==> config.mk <==
export PLATFORM = sky130hd
export DESIGN_NAME = bmdma_regfile
export DESIGN_NICKNAME = d
export VERILOG_FILES = /design/src/rtl/bmdma_regs_pkg.sv /design/src/rtl/bmdma_ctl_reg.sv /design/src/rtl/bmdma_stat_reg.sv /design/src/rtl/bmdma_ptr_reg.sv /design/src/rtl/bmdma_regfile.sv
export SDC_FILE = /design/constraint.sdc
export NUM_CORES = 1
export LEC_CHECK = 0
export ABC_AREA = 1
export BUFFER_PORTS_ARGS = -buffer_cell sky130_fd_sc_hd__clkbuf_2
export CAP_MARGIN = 20
export CORE_MARGIN = 2
export CORE_UTILIZATION = 45
export CTS_CLUSTER_SIZE = 25
export DETAILED_ROUTE_END_ITERATION = 10
export HOLD_SLACK_MARGIN = 0.08
export PLACE_DENSITY = 0.8
export RECOVER_POWER = 50
export SKIP_LAST_GASP = 1
export SLEW_MARGIN = 20
export SYNTH_ARGS = -nofsm -noshare
export SYNTH_HDL_FRONTEND = slang
export SYNTH_SLANG_ARGS = --single-unit
==> constraint.sdc <==
create_clock -name clk -period 1 [get_ports clk]
set_input_delay 0.1 -clock clk [delete_from_list [all_inputs] [get_ports clk]]
set_output_delay 0.1 -clock clk [all_outputs]
set_load 0.03 [all_outputs]
==> src/rtl/bmdma_regs_pkg.sv <==
package bmdma_regs_pkg;
  // byte offsets of the host-visible registers
  localparam int CTL_OFS  = 0;
  localparam int STAT_OFS = 2;
  localparam int PTR_OFS  = 4;

  // control byte fields
  localparam int CTL_RUN  = 0;
  localparam int CTL_DIR  = 3;

  // status byte fields
  localparam int ST_ACT   = 0;
  localparam int ST_ERR   = 1;
  localparam int ST_IRQ   = 2;
  localparam int ST_AUX0  = 3;
  localparam int ST_AUX1  = 4;
  localparam int ST_CAP0  = 5;
  localparam int ST_CAP1  = 6;

  // verdict encoding
  localparam logic [2:0] GOOD_END = 3'b100;
  localparam logic [7:0] FAIL_TAG = 8'h10;
endpackage

==> src/rtl/bmdma_ctl_reg.sv <==
module bmdma_ctl_reg
  import bmdma_regs_pkg::*;
#(
  parameter int DATA_W = 8
) (
  input  logic              clk,
  input  logic              rst_n,
  input  logic              wr_en,
  input  logic [DATA_W-1:0] wr_data,
  output logic              run_q,
  output logic              dir_q,
  output logic              start_pulse,
  output logic              stop_pulse,
  output logic [DATA_W-1:0] rd_data
);
  logic run_d, dir_d, run_en, dir_en;
  logic unused_ctl_bits;

  assign unused_ctl_bits = ^wr_data;

  always_comb begin
    run_en      = wr_en;
    run_d       = wr_data[CTL_RUN];
    dir_en      = wr_en && !run_q;
    dir_d       = wr_data[CTL_DIR];
    start_pulse = wr_en &&  wr_data[CTL_RUN] && !run_q;
    stop_pulse  = wr_en && !wr_data[CTL_RUN];
    rd_data          = '0;
    rd_data[CTL_RUN] = run_q;
    rd_data[CTL_DIR] = dir_q;
  end

  always_ff @(posedge clk or negedge rst_n) begin
    if (!rst_n) begin
      run_q <= 1'b0;
      dir_q <= 1'b0;
    end else begin
      if (run_en) run_q <= run_d;
      if (dir_en) dir_q <= dir_d;
    end
  end

  // direction is frozen for a cycle that began with the engine running
  assert_dir_frozen_R3: assert property (@(posedge clk) disable iff (!rst_n)
    run_q |=> $stable(dir_q));
endmodule

==> src/rtl/bmdma_stat_reg.sv <==
module bmdma_stat_reg
  import bmdma_regs_pkg::*;
#(
  parameter int DATA_W = 8
) (
  input  logic              clk,
  input  logic              rst_n,
  input  logic              wr_en,
  input  logic [DATA_W-1:0] wr_data,
  input  logic              start_pulse,
  input  logic              stop_pulse,
  input  logic              eng_done,
  input  logic              eng_err,
  input  logic              eng_irq,
  output logic [DATA_W-1:0] stat_byte
);
  logic       act_q, err_q, irq_q;
  logic [1:0] aux_q, cap_q;
  logic       act_d, err_d, irq_d;
  logic       act_en, err_en, irq_en, rw_en;
  logic       unused_stat_bits;

  assign unused_stat_bits = ^wr_data;

  always_comb begin
    // end of table or a stop request wins over a start
    act_en = stop_pulse || eng_done || start_pulse;
    act_d  = !(stop_pulse || eng_done);
    // engine events win over write-one-to-clear
    err_en = eng_err || (wr_en && wr_data[ST_ERR]);
    err_d  = eng_err;
    irq_en = eng_irq || (wr_en && wr_data[ST_IRQ]);
    irq_d  = eng_irq;
    rw_en  = wr_en;
  end

  always_ff @(posedge clk or negedge rst_n) begin
    if (!rst_n) begin
      act_q <= 1'b0;
      err_q <= 1'b0;
      irq_q <= 1'b0;
      aux_q <= '0;
      cap_q <= '0;
    end else begin
      if (act_en) act_q <= act_d;
      if (err_en) err_q <= err_d;
      if (irq_en) irq_q <= irq_d;
      if (rw_en) begin
        aux_q <= {wr_data[ST_AUX1], wr_data[ST_AUX0]};
        cap_q <= {wr_data[ST_CAP1], wr_data[ST_CAP0]};
      end
    end
  end

  always_comb begin
    stat_byte          = '0;
    stat_byte[ST_ACT]  = act_q;
    stat_byte[ST_ERR]  = err_q;
    stat_byte[ST_IRQ]  = irq_q;
    stat_byte[ST_AUX0] = aux_q[0];
    stat_byte[ST_AUX1] = aux_q[1];
    stat_byte[ST_CAP0] = cap_q[0];
    stat_byte[ST_CAP1] = cap_q[1];
  end

  assert_err_sets_R5: assert property (@(posedge clk) disable iff (!rst_n)
    eng_err |=> stat_byte[ST_ERR]);
  assert_irq_sets_R5: assert property (@(posedge clk) disable iff (!rst_n)
    eng_irq |=> stat_byte[ST_IRQ]);
  assert_done_clears_R4: assert property (@(posedge clk) disable iff (!rst_n)
    eng_done |=> !stat_byte[ST_ACT]);
endmodule

==> src/rtl/bmdma_ptr_reg.sv <==
module bmdma_ptr_reg #(
  parameter int DATA_W     = 8,
  parameter int PTR_W      = 32,
  parameter int ALIGN_BITS = 2,
  localparam int LANES     = PTR_W / DATA_W
) (
  input  logic              clk,
  input  logic              rst_n,
  input  logic [LANES-1:0]  lane_we,
  input  logic [DATA_W-1:0] wr_data,
  output logic [PTR_W-1:0]  base
);
  logic unused_low_bits;
  assign unused_low_bits = ^wr_data[ALIGN_BITS-1:0];

  for (genvar g = 0; g < LANES; g++) begin : g_lane
    logic [DATA_W-1:0] lane_q, lane_d;
    always_comb begin
      lane_d = wr_data;
      if (g == 0) lane_d[ALIGN_BITS-1:0] = '0;
    end
    always_ff @(posedge clk or negedge rst_n) begin
      if (!rst_n)          lane_q <= '0;
      else if (lane_we[g]) lane_q <= lane_d;
    end
    assign base[g*DATA_W +: DATA_W] = lane_q;
  end

  assert_ptr_hold_R10: assert property (@(posedge clk) disable iff (!rst_n)
    (lane_we == '0) |=> $stable(base));
endmodule

==> src/rtl/bmdma_regfile.sv <==
module bmdma_regfile
  import bmdma_regs_pkg::*;
#(
  parameter int ADDR_W     = 4,
  parameter int DATA_W     = 8,
  parameter int PTR_W      = 32,
  parameter int ALIGN_BITS = 2
) (
  input  logic              clk,
  input  logic              rst_n,
  input  logic [ADDR_W-1:0] host_addr,
  input  logic              host_we,
  input  logic [DATA_W-1:0] host_wdata,
  output logic [DATA_W-1:0] host_rdata,
  output logic              eng_run,
  output logic              eng_to_mem,
  output logic [PTR_W-1:0]  table_base,
  input  logic              eng_done,
  input  logic              eng_err,
  input  logic              eng_irq,
  output logic              irq_out,
  output logic              done_ok,
  output logic [DATA_W-1:0] done_code,
  output logic              still_busy
);
  localparam int LANES = PTR_W / DATA_W;

  logic              ctl_we, stat_we;
  logic [LANES-1:0]  lane_we;
  logic              start_pulse, stop_pulse;
  logic [DATA_W-1:0] ctl_rd, stat_byte;

  assign ctl_we  = host_we && (host_addr == ADDR_W'(CTL_OFS));
  assign stat_we = host_we && (host_addr == ADDR_W'(STAT_OFS));

  for (genvar g = 0; g < LANES; g++) begin : g_lane_dec
    assign lane_we[g] = host_we && (host_addr == ADDR_W'(PTR_OFS + g));
  end

  bmdma_ctl_reg #(.DATA_W(DATA_W)) u_ctl (
    .clk(clk), .rst_n(rst_n), .wr_en(ctl_we), .wr_data(host_wdata),
    .run_q(eng_run), .dir_q(eng_to_mem),
    .start_pulse(start_pulse), .stop_pulse(stop_pulse), .rd_data(ctl_rd)
  );

  bmdma_stat_reg #(.DATA_W(DATA_W)) u_stat (
    .clk(clk), .rst_n(rst_n), .wr_en(stat_we), .wr_data(host_wdata),
    .start_pulse(start_pulse), .stop_pulse(stop_pulse),
    .eng_done(eng_done), .eng_err(eng_err), .eng_irq(eng_irq),
    .stat_byte(stat_byte)
  );

  bmdma_ptr_reg #(.DATA_W(DATA_W), .PTR_W(PTR_W), .ALIGN_BITS(ALIGN_BITS)) u_ptr (
    .clk(clk), .rst_n(rst_n), .lane_we(lane_we), .wr_data(host_wdata),
    .base(table_base)
  );

  always_comb begin
    host_rdata = '0;
    if (host_addr == ADDR_W'(CTL_OFS))  host_rdata = ctl_rd;
    if (host_addr == ADDR_W'(STAT_OFS)) host_rdata = stat_byte;
    for (int i = 0; i < LANES; i++)
      if (host_addr == ADDR_W'(PTR_OFS + i))
        host_rdata = table_base[i*DATA_W +: DATA_W];
  end

  always_comb begin
    irq_out    = stat_byte[ST_IRQ];
    done_ok    = (stat_byte[ST_IRQ:ST_ACT] == GOOD_END);
    done_code  = done_ok ? '0 : (DATA_W'(FAIL_TAG) | stat_byte);
    still_busy = stat_byte[ST_AUX0] && stat_byte[ST_AUX1];
  end

  // a good verdict cannot exist without a raised interrupt line
  assert_verdict_irq_R8: assert property (@(posedge clk) disable iff (!rst_n)
    done_ok |-> irq_out);
  // an interrupt event is visible on the pin one cycle later
  assert_irq_pin_R7: assert property (@(posedge clk) disable iff (!rst_n)
    eng_irq |=> irq_out);
endmodule

Yosys cells after proc, flatten, opt, wreduce, memory -nomap -nowiden
Index checks and enable logic that the tools add are counted.
{"block": "op_classes", "n_eq_ne": 6, "mux": 7, "reduce_logical": 21}
{"operator": "two-way mux 8 bit", "count": 4}
{"operator": "== test 4 x 3 -> 1 bit, second input constant", "count": 4}
{"operator": "two-way mux 7 bit", "count": 2}
{"operator": "logical AND 1 bit", "count": 13}
{"operator": "== test 4 x 2 -> 1 bit, second input constant", "count": 1}
{"operator": "logical NOT 4 bit", "count": 1}
{"operator": "logical OR 1 bit", "count": 4}
{"operator": "two-way mux 4 bit", "count": 1}
{"operator": "== test 3 bit, second input constant", "count": 1}
{"operator": "logical NOT 1 bit", "count": 3}
{"block": "word_totals", "output_inout_bits": 53, "wordCells": 45, "register_bits": 39, "inputBits": 18}

Depth between registers and ports, before layout
{"block": "logic_depth", "ltp_word": 7, "ltp_mapped": 8, "depth_no_buf": 7}

By module
Synthesis repeated with hierarchy kept, for this count alone.
{"block": "unflattened", "hier_cells": 309, "area_unflattened_um2": 2162.1}
{"module": "bmdma_ptr_reg", "area_per_inst_um2": 1156.1, "n_inst": 1, "cells_per_inst": 130, "seq_area_each_um2": 750.7}
{"module": "bmdma_regfile", "area_per_inst_um2": 533.0, "n_inst": 1, "cells_per_inst": 120, "seq_area_each_um2": 0.0}
{"module": "bmdma_stat_reg", "area_per_inst_um2": 319.1, "n_inst": 1, "cells_per_inst": 38, "seq_area_each_um2": 175.2}
{"module": "bmdma_ctl_reg", "area_per_inst_um2": 153.9, "n_inst": 1, "cells_per_inst": 21, "seq_area_each_um2": 50.0}

Worst setup path after synthesis
OpenSTA, ideal clock, no wires.
{"block": "synth_path", "kind": "flip-flop to output port", "from": "register u_stat.irq_q", "to": "output done_code[4]", "arrival_time_ns": 1.861, "required_ns": 0.900, "setup_slack_ns": -0.961, "path_stages_with_launch": 4, "path_buffers": 0, "path_cell_list": "dfrtp_1 -> inv_1 -> nor3_1 -> inv_1"}
{"block": "synth_between", "elab_chain_len": 2}
{"element": "start: declaration", "line_no": "bmdma_stat_reg.sv:17", "text": "logic act_q, err_q, irq_q;"}
{"element": "start signal: assignment", "line_no": "bmdma_stat_reg.sv:47", "text": "if (irq_en) irq_q <= irq_d;"}
{"element": "== test 3 bit", "line_no": "bmdma_regfile.sv:69", "text": "done_ok = (stat_byte[ST_IRQ:ST_ACT] == GOOD_END);"}
{"element": "via done_ok", "line_no": "bmdma_regfile.sv:22", "text": "output logic done_ok,"}
{"element": "two-way mux 7 bit", "line_no": "bmdma_regfile.sv:70", "text": "done_code = done_ok ? '0 : (DATA_W'(FAIL_TAG) | stat_byte);"}
{"element": "end: declaration", "line_no": "bmdma_regfile.sv:23", "text": "output logic [DATA_W-1:0] done_code,"}
The timed path passes the listed nets, and every way through them passes these cells.

Worst setup path after layout
{"block": "layout_path", "from": "register u_ptr.g_lane[0].lane_q[5]", "to": "output host_rdata[5]"}
{"block": "layout_between", "elab_chain_len": 4}
{"element": "start: declaration", "line_no": "bmdma_ptr_reg.sv:17", "text": "logic [DATA_W-1:0] lane_q, lane_d;"}
{"element": "start signal: assignment", "line_no": "bmdma_ptr_reg.sv:24", "text": "else if (lane_we[g]) lane_q <= lane_d;"}
{"element": "two-way mux 8 bit (4 in series)", "line_no": "bmdma_regfile.sv:63", "text": "if (host_addr == ADDR_W'(PTR_OFS + i))"}
{"element": "end: declaration", "line_no": "bmdma_regfile.sv:14", "text": "output logic [DATA_W-1:0] host_rdata,"}
Every way passes these cells.

==> flow_metrics.env <==
export IMPL_report_final_setup_viol=48
export IMPL_finalMaxSlewViolations=0
export IMPL_clk_latency_ns=0.31
export IMPL_final_common_cell="nand2_1"
export IMPL_finalHoldViolCount=0
export IMPL_rows=23
export IMPL_fmax_ghz=0.7081
export IMPL_syn_area_um2=1924
export IMPL_drt_iter0_markers=157
export IMPL_hpwl_um=4011
export IMPL_drive_gt1_share_pct=51.86
export IMPL_vias=2126
export IMPL_utilization_pct=82.49
export IMPL_p_leak_nw=1.678
export IMPL_synth_seq_area_share_pct=50.72
export IMPL_rsz0062_at_grt="yes"
export IMPL_critical_path_required_ns=0.90
export IMPL_drtAntennaViolNets=0
export IMPL_overflow=0
export IMPL_violations="negative setup slack"
export IMPL_relSlewSlack_pct=64.33
export IMPL_worst_slack_ns=-0.4123
export IMPL_grt_pass1_wl_um=9597
export IMPL_grt_max_degree=40
export IMPL_finalPower_mw=5.721
export IMPL_via_per_inst=5.328
export IMPL_path_depth=5
export IMPL_timing_final_crit_share_pct=141.2
export IMPL_htreeDepth=2
export IMPL_yosys_warnings=0
export IMPL_crit_fanout=2
export IMPL_max_cap_viol_count=0
export IMPL_gp_congestion=0.8328
export IMPL_clkSinkCount=39
export IMPL_critical_path_cell_chain="o211ai_1, nand2_1, nand2_2, nand3_4, clkbuf_8"
export IMPL_cts_max_path_buffers=2
export IMPL_coreArea_um2=4058
export IMPL_cts_tree="yes"
export IMPL_antenna_found_initial=0
export IMPL_clock_skew_ns=0.0004760
export IMPL_die_w_um=69.40
export IMPL_first_global_vias=1940
export IMPL_path_delay_family="flip-flops"
export IMPL_holdCritStartpoint="host_wdata[7]"
export IMPL_ff2ff_path_depth=4
export IMPL_p_per_area_nw_per_um2=1709
export IMPL_whs_path_depth=3
export IMPL_io_pins=71
export IMPL_tightest_slew_ns=0.5351
export IMPL_cts_root_buf="clkbuf_8"
export IMPL_ff2ff_setup_slack_ns=0.09
export IMPL_synth_cells=236
export IMPL_fin_crit_ns=1.412
export IMPL_worstPathArrival_ns=1.31
export IMPL_crit_type="reg2out"
export IMPL_diodes=0
export IMPL_cp_start_kind="flip-flop"
export IMPL_fill_cells=215
export IMPL_cts_buffers=5
export IMPL_r2r_start="u_ptr.g_lane[0].lane_q[6]$_DFFE_PN0P_"
export IMPL_hp_class="in2reg"
export IMPL_ir_worst_vdd_uv=1360
export IMPL_ys_ff_latch=39
export IMPL_mostFrequentLayoutCells="nand2_1 (63), dfrtp_1 (30), inv_1 (21), buf_4 (21), buf_6 (20)"
export IMPL_syn_area_per_cell_um2=8.154
export IMPL_die_h_um=69.40
export IMPL_post_drt_wl_per_cell_um=16.96
export IMPL_port_buffer_count=67
export IMPL_end_kind="output port"
export IMPL_status="complete, but fails checks"
export IMPL_syn_to_final_growth_pct=73.93
export IMPL_final_net_count=367
export IMPL_crit_slowest_cell="dfrtp_2"
export IMPL_clk_pin_slew_worst_paths_ns=0.07
export IMPL_start_util_pct=47.43
export IMPL_synth_cell_types=26
export IMPL_crit_path_start="u_ptr.g_lane[0].lane_q[5]$_DFFE_PN0P_"
export IMPL_grt_total_usage_pct=25.29
export IMPL_crit_buf_inv=1
export IMPL_drtPass1Iterations=4
export IMPL_drt_total_wl_um=6766
export IMPL_drcViolationCount=0
export IMPL_dieArea_um2=4816
export IMPL_slowest_delay_ns=0.41
stage by stage:
stage | hold WS (ns) | setup TNS, ns | std cells | setup slack, ns | area [um2]
floorplan | -0.1956 | -2.153 | 238 | -0.2570 | 2014
detailed placement | 0.09038 | -11.81 | 373 | -0.3254 | 2586
global route | 0.1349 | -9.551 | 399 | -0.4604 | 3347
CTS | 0.1164 | -5.560 | 387 | -0.3798 | 3060
global placement | 0.08410 | -10.21 | 373 | -0.2778 | 2586
finish | 0.1181 | -6.516 | 399 | -0.4123 | 3347
kinds of logic after synthesis:
logic type             after synthesis  synth area share, %
AOI/OAI and AO/OA                   44                13.52
buffers and inverters               40                8.972
DFF                                 39                50.72
other                                1               0.1949
and+or+nand+nor                    112                26.59
path summary, 6_finish.rpt:
check                                                         to
min reg2reg                u_ptr.g_lane[2].lane_q[0]$_DFFE_PN0P_
min                        u_ptr.g_lane[3].lane_q[7]$_DFFE_PN0P_
max                                                host_rdata[5]
max reg2reg                u_ptr.g_lane[0].lane_q[6]$_DFFE_PN0P_
max in group asynchronous  u_ptr.g_lane[0].lane_q[5]$_DFFE_PN0P_
min in group asynchronous  u_ptr.g_lane[1].lane_q[0]$_DFFE_PN0P_
registers in the layout, summed over array words and instances (netlist names):
name	count
u_stat.aux_q	2
u_ptr.g_lane.lane_q	30
u_ctl.run_q	1
u_ctl.dir_q	1
u_stat.irq_q	1
u_stat.err_q	1
u_stat.act_q	1
u_stat.cap_q	2
layout make-up:
| class | instances | area, um2 | area share, % |
|---|---|---|---|
| tap | 50 | 62.56 | 1.869 |
| timing repair buffer | 112 | 1111 | 33.20 |
| clock buffer | 6 | 82.58 | 2.467 |
| sequential | 39 | 987.2 | 29.50 |
| inverter | 31 | 130.1 | 3.888 |
| clock inverter | 1 | 5.005 | 0.1495 |
| multi-input combinational | 160 | 968.4 | 28.93 |
tightest hold or removal path: stages:
cell	delay (ns)
clkbuf_2	0.07
inv_1	0.08
o21ai_2	0.13
Yosys cell counts:
master	number	area, um2
a21oi_1	2	10.01
buf_2	3	15.01
buf_4	3	22.52
buf_6	1	11.26
clkbuf_1	2	7.510
conb_1	1	3.750
dfrtp_1	39	975.9
inv_1	29	108.9
inv_2	2	7.510
nand2_1	70	262.8
nand2_2	3	18.77
nand2_4	1	11.26
nand3_1	12	60.06
nand3_2	2	20.02
nand4_1	5	31.28
nor2_1	14	52.55
nor2_2	1	6.260
nor2_4	1	11.26
nor3_1	1	5.000
nor3_4	2	32.53
o211ai_1	1	7.510
o21a_1	1	7.510
o21ai_0	29	145.1
o21ai_1	1	5.000
o21ai_2	8	70.07
o21bai_1	2	15.01
routing by layer:
layer	share of wire, %	GRT usage [%]
met4	1.8	6.536
met1	40	32.42
met2	52	42.84
met3	6.7	6.250
met5	0	0
power breakdown:
part	internal, mW	total [mW]	switching [mW]
sequential	1.89	2.17	0.280
clock	0.541	1.10	0.564
combinational	1.07	2.45	1.38
total	3.50	5.72	2.22
repair_timing:
| item | 4_1_cts | 5_1_grt |
|---|---|---|
| setup endpoints to repair | 38 | 69 |
| hold buffers | 4 | 0 |
| gates cloned | 0 | 3 |
| endpoints found under the hold margin | 42 | 0 |
| buffers inserted | 3 | 9 |
| pin swaps | 14 | 9 |
| gates resized for setup | 84 | 86 |
Note: power is estimated with default switching activity, not from simulation.
